[src/rtl/capcmp_pkg.sv]
package capcmp_pkg;
    localparam int DATA_W = 32;
    localparam int ADDR_W = 3;

    localparam logic [ADDR_W-1:0] A_CTL0 = 3'd0;
    localparam logic [ADDR_W-1:0] A_CTL1 = 3'd1;
    localparam logic [ADDR_W-1:0] A_CNT  = 3'd2;
    localparam logic [ADDR_W-1:0] A_CH0  = 3'd4;

    typedef enum logic [1:0] {
        EDGE_OFF  = 2'b00,
        EDGE_RISE = 2'b01,
        EDGE_FALL = 2'b10,
        EDGE_BOTH = 2'b11
    } edge_sel_e;

    // bit 3: output action on match, bits 2:1: edge select, bit 0: compare mode
    typedef struct packed {
        logic      act_set;
        edge_sel_e edg;
        logic      is_cmp;
    } ch_cfg_t;
endpackage

[src/rtl/capcmp_sync_edge.sv]
module capcmp_sync_edge #(
    parameter int STAGES = 2
) (
    input  logic clk,
    input  logic rst_n,
    input  logic din,
    output logic rise,
    output logic fall
);
    logic [STAGES:0] sh_q, sh_d;

    always_comb begin
        sh_d = {sh_q[STAGES-1:0], din};
    end

    always_ff @(posedge clk or negedge rst_n) begin
        if (!rst_n) sh_q <= '0;
        else        sh_q <= sh_d;
    end

    assign rise = sh_q[STAGES-1] & ~sh_q[STAGES];
    assign fall = ~sh_q[STAGES-1] & sh_q[STAGES];
endmodule

[src/rtl/capcmp_channel.sv]
module capcmp_channel import capcmp_pkg::*; #(
    parameter int CNT_W = 24
) (
    input  logic             clk,
    input  logic             rst_n,
    input  ch_cfg_t          cfg,
    input  logic [CNT_W-1:0] cnt,
    input  logic             tick,
    input  logic             trig_rise,
    input  logic             trig_fall,
    input  logic             wr,
    input  logic [CNT_W-1:0] wr_val,
    output logic [CNT_W-1:0] cc,
    output logic             out,
    output logic             match
);
    typedef struct packed {
        logic [CNT_W-1:0] cc;
        logic             out;
        logic             hit;
    } ch_st_t;

    ch_st_t st_d, st_q;
    logic   cap_ev;
    logic   hit_now;

    always_comb begin
        cap_ev  = !cfg.is_cmp &&
                  ((cfg.edg[0] && trig_rise) || (cfg.edg[1] && trig_fall));
        hit_now = cfg.is_cmp && tick && (cnt == st_q.cc);
        st_d     = st_q;
        st_d.hit = hit_now;
        if (cap_ev)
            st_d.cc = cnt;
        else if (cfg.is_cmp && wr)
            st_d.cc = wr_val;
        if (hit_now)
            st_d.out = cfg.act_set;
    end

    always_ff @(posedge clk or negedge rst_n) begin
        if (!rst_n) st_q <= '0;
        else        st_q <= st_d;
    end

    assign cc    = st_q.cc;
    assign out   = st_q.out;
    assign match = st_q.hit;


    out_act_chk: assert property (@(posedge clk) disable iff (!rst_n)
        st_q.hit |-> (st_q.out == $past(cfg.act_set)));

    cap_hold_chk: assert property (@(posedge clk) disable iff (!rst_n)
        (!cfg.is_cmp && !cap_ev) |=> $stable(st_q.cc));

    cmp_hold_chk: assert property (@(posedge clk) disable iff (!rst_n)
        (cfg.is_cmp && !wr) |=> $stable(st_q.cc));
endmodule

[src/rtl/capcmp_timer.sv]
module capcmp_timer import capcmp_pkg::*; #(
    parameter int CNT_W       = 24,
    parameter int NCH         = 4,
    parameter int SYNC_STAGES = 2
) (
    input  logic              clk,
    input  logic              rst_n,
    input  logic              tick_int,
    input  logic              evt_in,
    input  logic [NCH-1:0]    trig_in,
    input  logic              wr_en,
    input  logic [ADDR_W-1:0] wr_addr,
    input  logic [DATA_W-1:0] wr_data,
    input  logic [ADDR_W-1:0] rd_addr,
    input  logic              rd_half,
    output logic [DATA_W-1:0] rd_data,
    output logic [NCH-1:0]    cmp_out,
    output logic [NCH-1:0]    match_pulse,
    output logic              ovf_pulse
);
    localparam int CFG_W = 4 * NCH;
    localparam logic [CNT_W-1:0] CNT_MAX = '1;

    typedef struct packed {
        logic [CNT_W-1:0] cnt;
        logic             run;
        logic             src;
        logic             ovf;
        logic [CFG_W-1:0] cfg;
    } top_st_t;

    top_st_t          st_d, st_q;
    logic             ev_rise;
    logic             ev_fall_unused;
    logic             tick;
    logic             cnt_wr;
    logic             unused_hi;
    logic [NCH-1:0]   tr_rise, tr_fall;
    logic [CNT_W-1:0] cc_w [NCH];
    logic [DATA_W-1:0] rd_full;

    assign unused_hi = ^wr_data[DATA_W-1:CNT_W];

    capcmp_sync_edge #(.STAGES(SYNC_STAGES)) u_ev_sync (
        .clk(clk), .rst_n(rst_n), .din(evt_in),
        .rise(ev_rise), .fall(ev_fall_unused)
    );

    generate
        for (genvar n = 0; n < NCH; n++) begin : g_ch
            capcmp_sync_edge #(.STAGES(SYNC_STAGES)) u_tr_sync (
                .clk(clk), .rst_n(rst_n), .din(trig_in[n]),
                .rise(tr_rise[n]), .fall(tr_fall[n])
            );
            capcmp_channel #(.CNT_W(CNT_W)) u_ch (
                .clk(clk), .rst_n(rst_n),
                .cfg(ch_cfg_t'(st_q.cfg[4*n +: 4])),
                .cnt(st_q.cnt), .tick(tick),
                .trig_rise(tr_rise[n]), .trig_fall(tr_fall[n]),
                .wr(wr_en && (wr_addr == A_CH0 + ADDR_W'(n))),
                .wr_val(wr_data[CNT_W-1:0]),
                .cc(cc_w[n]), .out(cmp_out[n]), .match(match_pulse[n])
            );
        end
    endgenerate

    always_comb begin
        tick   = st_q.run && (st_q.src ? ev_rise : tick_int);
        cnt_wr = wr_en && (wr_addr == A_CNT);
        st_d     = st_q;
        st_d.ovf = 1'b0;
        if (cnt_wr) begin
            st_d.cnt = wr_data[CNT_W-1:0];
        end else if (tick) begin
            st_d.cnt = st_q.cnt + 1'b1;
            st_d.ovf = (st_q.cnt == CNT_MAX);
        end
        if (wr_en && wr_addr == A_CTL0) begin
            st_d.run = wr_data[0];
            st_d.src = wr_data[1];
        end
        if (wr_en && wr_addr == A_CTL1)
            st_d.cfg = wr_data[CFG_W-1:0];
    end

    always_ff @(posedge clk or negedge rst_n) begin
        if (!rst_n) st_q <= '0;
        else        st_q <= st_d;
    end

    always_comb begin
        rd_full = '0;
        if (rd_addr == A_CTL0) rd_full[1:0] = {st_q.src, st_q.run};
        if (rd_addr == A_CTL1) rd_full[CFG_W-1:0] = st_q.cfg;
        if (rd_addr == A_CNT)  rd_full[CNT_W-1:0] = st_q.cnt;
        for (int n = 0; n < NCH; n++)
            if (rd_addr == A_CH0 + ADDR_W'(n)) rd_full[CNT_W-1:0] = cc_w[n];
        rd_data = rd_half ? {16'h0000, rd_full[15:0]} : rd_full;
    end

    assign ovf_pulse = st_q.ovf;


    hold_chk: assert property (@(posedge clk) disable iff (!rst_n)
        (!st_q.run && !cnt_wr) |=> $stable(st_q.cnt));

    step_chk: assert property (@(posedge clk) disable iff (!rst_n)
        (st_q.run && !st_q.src && tick_int && !cnt_wr)
        |=> (st_q.cnt == CNT_W'($past(st_q.cnt) + 1'b1)));

    ovf_zero_chk: assert property (@(posedge clk) disable iff (!rst_n)
        ovf_pulse |-> (st_q.cnt == '0));

    hi_zero_chk: assert property (@(posedge clk) disable iff (!rst_n)
        rd_data[DATA_W-1:CNT_W] == '0);
endmodule

[config.mk]
export PLATFORM = sky130hd
export DESIGN_NAME = capcmp_timer
export DESIGN_NICKNAME = d
export VERILOG_FILES = /design/src/rtl/capcmp_pkg.sv /design/src/rtl/capcmp_sync_edge.sv /design/src/rtl/capcmp_channel.sv /design/src/rtl/capcmp_timer.sv
export SDC_FILE = /design/constraint.sdc
export NUM_CORES = 1
export LEC_CHECK = 0
export BUFFER_PORTS_ARGS = -buffer_cell sky130_fd_sc_hd__buf_2
export CAP_MARGIN = 0
export CORE_ASPECT_RATIO = 0.8
export CORE_MARGIN = 2
export CORE_UTILIZATION = 65
export DETAILED_ROUTE_END_ITERATION = 8
export PLACE_DENSITY = 0.86
export SETUP_SLACK_MARGIN = 0.02
export SLEW_MARGIN = 5
export SYNTH_ARGS = -nofsm -noshare
export SYNTH_HDL_FRONTEND = slang
export SYNTH_SLANG_ARGS = --single-unit
[constraint.sdc]
create_clock -name clk -period 3.8 [get_ports clk]
set_input_delay 0.76 -clock clk [delete_from_list [all_inputs] [get_ports clk]]
set_output_delay 0.76 -clock clk [all_outputs]
set_load 0.05 [all_outputs]
==> results.tsv <==
metric	value	unit
status	finished clean	
syn_area_per_cell	8.98	sq um
layout_commonest_cell	nand2_1	
end_kind	output pin	
fin_crit	3780	ps
path_class	in2out	
crit_required	3040	ps
tns	0	ps
dp.final_hpwl	19000	um
worst_slack	23.9	ps
hp-class	in2async	
dieArea	0.0152	sq mm
pwr-share-clk	24.0	%
n_antenna_cell	0	
ir_drop	501	uV
post_cts_resize_count	0	
path_clk_slew	60	ps
clockRootBuffer	clkbuf_16	
drive_above_1_share	16.5	%
clk_path_buf_depth	2	
pwr-share-seq	42.5	%
die_y	111	um
drt-total-wl	29400	um
dr.pass1.iters	8	
dr_total_vias	8627	
cts_buffers	17	
multi_input_area	0.00484	sq mm
final_util	73.1	%
internal_power	4.43	mW
port_buffers	72	
grt.overflow.total	0	
p_leak	4.66	nW
grt_pass1_wl	46300	um
p_comb_share	33.4	%
hold_buffers	0	
drtAntennaViolNets	0	
gp_congestion	0.974	
cp_data_arrival_time	3020	ps
drtIter0Drc	1316	
synthCells	1033	
pin_count	89	
routedWlPerCell	23.5	um
power_density	732	mW/mm^2
rsz0062_at_grt	no	
start_util	65.8	%
cts.sinks	162	
cts_tree	yes	
fin_nets	1102	
p_sw	3.12	mW
setup_viol	0	
place_ws	166	ps
synth-seq-cells	162	
startpoint_type	input port	
finalHoldViolCount	0	
synth_edf_count	0	
synth_async_sr_flop_share	100	%
period_share	99.4	%
fmax	265	MHz
worstPathMaxFanout	33	
max_slew_margin	19.8	%
htreeDepth	4	
grt_antenna_before_repair	1	
synth_flop_cell	dfrtp_1	
clk_latency	450	ps
drc_errors	0	
finalMaxSlewViolations	0	
dieWidth	138	um
grt_max_degree	77	
synth_cell_types	45	
layout.area.seq	0.00405	sq mm
row_count	39	
yosysWarnings	0	
coreArea	0.0141	sq mm
place_area	0.00970	sq mm
track_usage	40.5	%
grt_pass1_vias	8257	
fill_cells	1032	
area_growth	11.2	%
switching_share	41.3	%
maxCapViolCount	0	
ys_seq_area_share	43.7	%
syn_area	0.00927	sq mm
worst_clock_skew	14.1	ps
layout_common_cells	266 x nand2_1, 162 x dfrtp_1, 108 x a22oi_1	
vias_per_cell	6.90	
fin_area	0.0103	sq mm
worstMarginPinSlew	1200	ps
cts_setup_buffers	0	
[state kept, by name, indices dropped and copies added, names as in the netlist]
signal	count
g_ch.u_ch.cc	96
st_q	42
g_ch.u_tr_sync.sh_q	12
g_ch.u_ch.match	4
g_ch.u_ch.out	4
u_ev_sync.sh_q	3
ovf_pulse	1
[per-layer routing]
metal	track usage, %	share of wire (%)	vias up
met1	56.1	37	4096
met5	0	0.024	-
met3	11.2	14	146
met2	58.2	45	731
li1	-	-	3652
met4	20.7	4.8	2
[power groups by stage]
stage	clock, mW	sequential, mW	combinational (mW)
after floorplan	0	2.79	1.97
after CTS	1.81	3.18	2.45
after detailed placement	0	3.19	2.42
after global routing	1.90	3.29	2.70
after global placement	0	3.15	2.36
final	1.81	3.21	2.52
[layout make-up]
cell class	instances	area share, %
repair buffers	94	5.40
clock inverters	9	1.50
multi-input cells	773	46.9
flip-flops and latches	162	39.3
well taps	184	2.23
inverters	5	0.182
clock buffers	23	4.44
[synth_stat cells (2+ instances only)]
master	number	area, sq um
nand3b_1	8	60.1
nor3b_1	2	15.0
xnor2_1	72	631
inv_1	5	18.8
o21ai_0	51	255
nand4_1	23	144
nor4_1	23	144
xor2_1	47	412
buf_2	12	60.1
mux2_2	33	372
and3b_1	2	17.5
nor3_1	12	60.1
nand3_1	8	40.0
and3_1	2	12.5
a221oi_1	15	131
o21ai_1	12	60.1
buf_1	9	33.8
nand2_1	266	998
clkbuf_1	62	233
a22o_1	14	123
dfrtp_1	162	4050
buf_4	16	120
o211ai_1	7	52.6
nor2_1	21	78.8
a22oi_1	108	811
nor2b_1	3	18.8
a21oi_1	20	100
[worst paths after layout]
check | startpoint | end | slack (ps) | cells past startpoint
min in group clk | g_ch[2].u_tr_sync.sh_q[0] | g_ch[2].u_tr_sync.sh_q[1] | 350 | 0
max in group asynchronous | rst_n | g_ch[2].u_tr_sync.sh_q[2] | 2640 | 2
hold reg to reg | g_ch[2].u_tr_sync.sh_q[0] | g_ch[2].u_tr_sync.sh_q[1] | 350 | 0
setup / recovery | rd_addr[2] | rd_data[8] | 20 | 7
hold / removal | rst_n | st_q[41] | 340 | 1
setup reg to reg | st_q[20] | g_ch[3].u_ch.out | 1050 | 5
[metrics by stage]
stage                     hold slack, ps  power [mW]  instances
after floorplan                      331        4.76       1040
after global placement               332        5.51       1218
after detailed placement             339        5.61       1218
after CTS                            352        7.44       1250
after global routing                 353        7.89       1250
final                                335        7.55       1250
[logic make-up (layout without fill, tap and decap cells)]
family | Yosys count | after routing | share of synthesized area, %
buffers and inverters | 105 | 131 | 5.14
AND/OR/NAND/NOR | 381 | 381 | 18.6
XOR/XNOR | 119 | 119 | 11.2
adder cells (fa/ha/maj) | 1 | 1 | 0.135
multiplexers | 35 | 35 | 4.24
AO/OA/AOI/OAI | 229 | 229 | 16.9
other | 1 | 8 | 0.0404
flip-flops | 162 | 162 | 43.7
[critical path, cell delays in order]
cell      delay (ps)
buf_2            100
buf_4            430
nor2b_2          650
buf_4            380
a221oi_1         120
a21oi_1          250
buf_2            310
No activity file was read; power rests on OpenSTA's default activity.
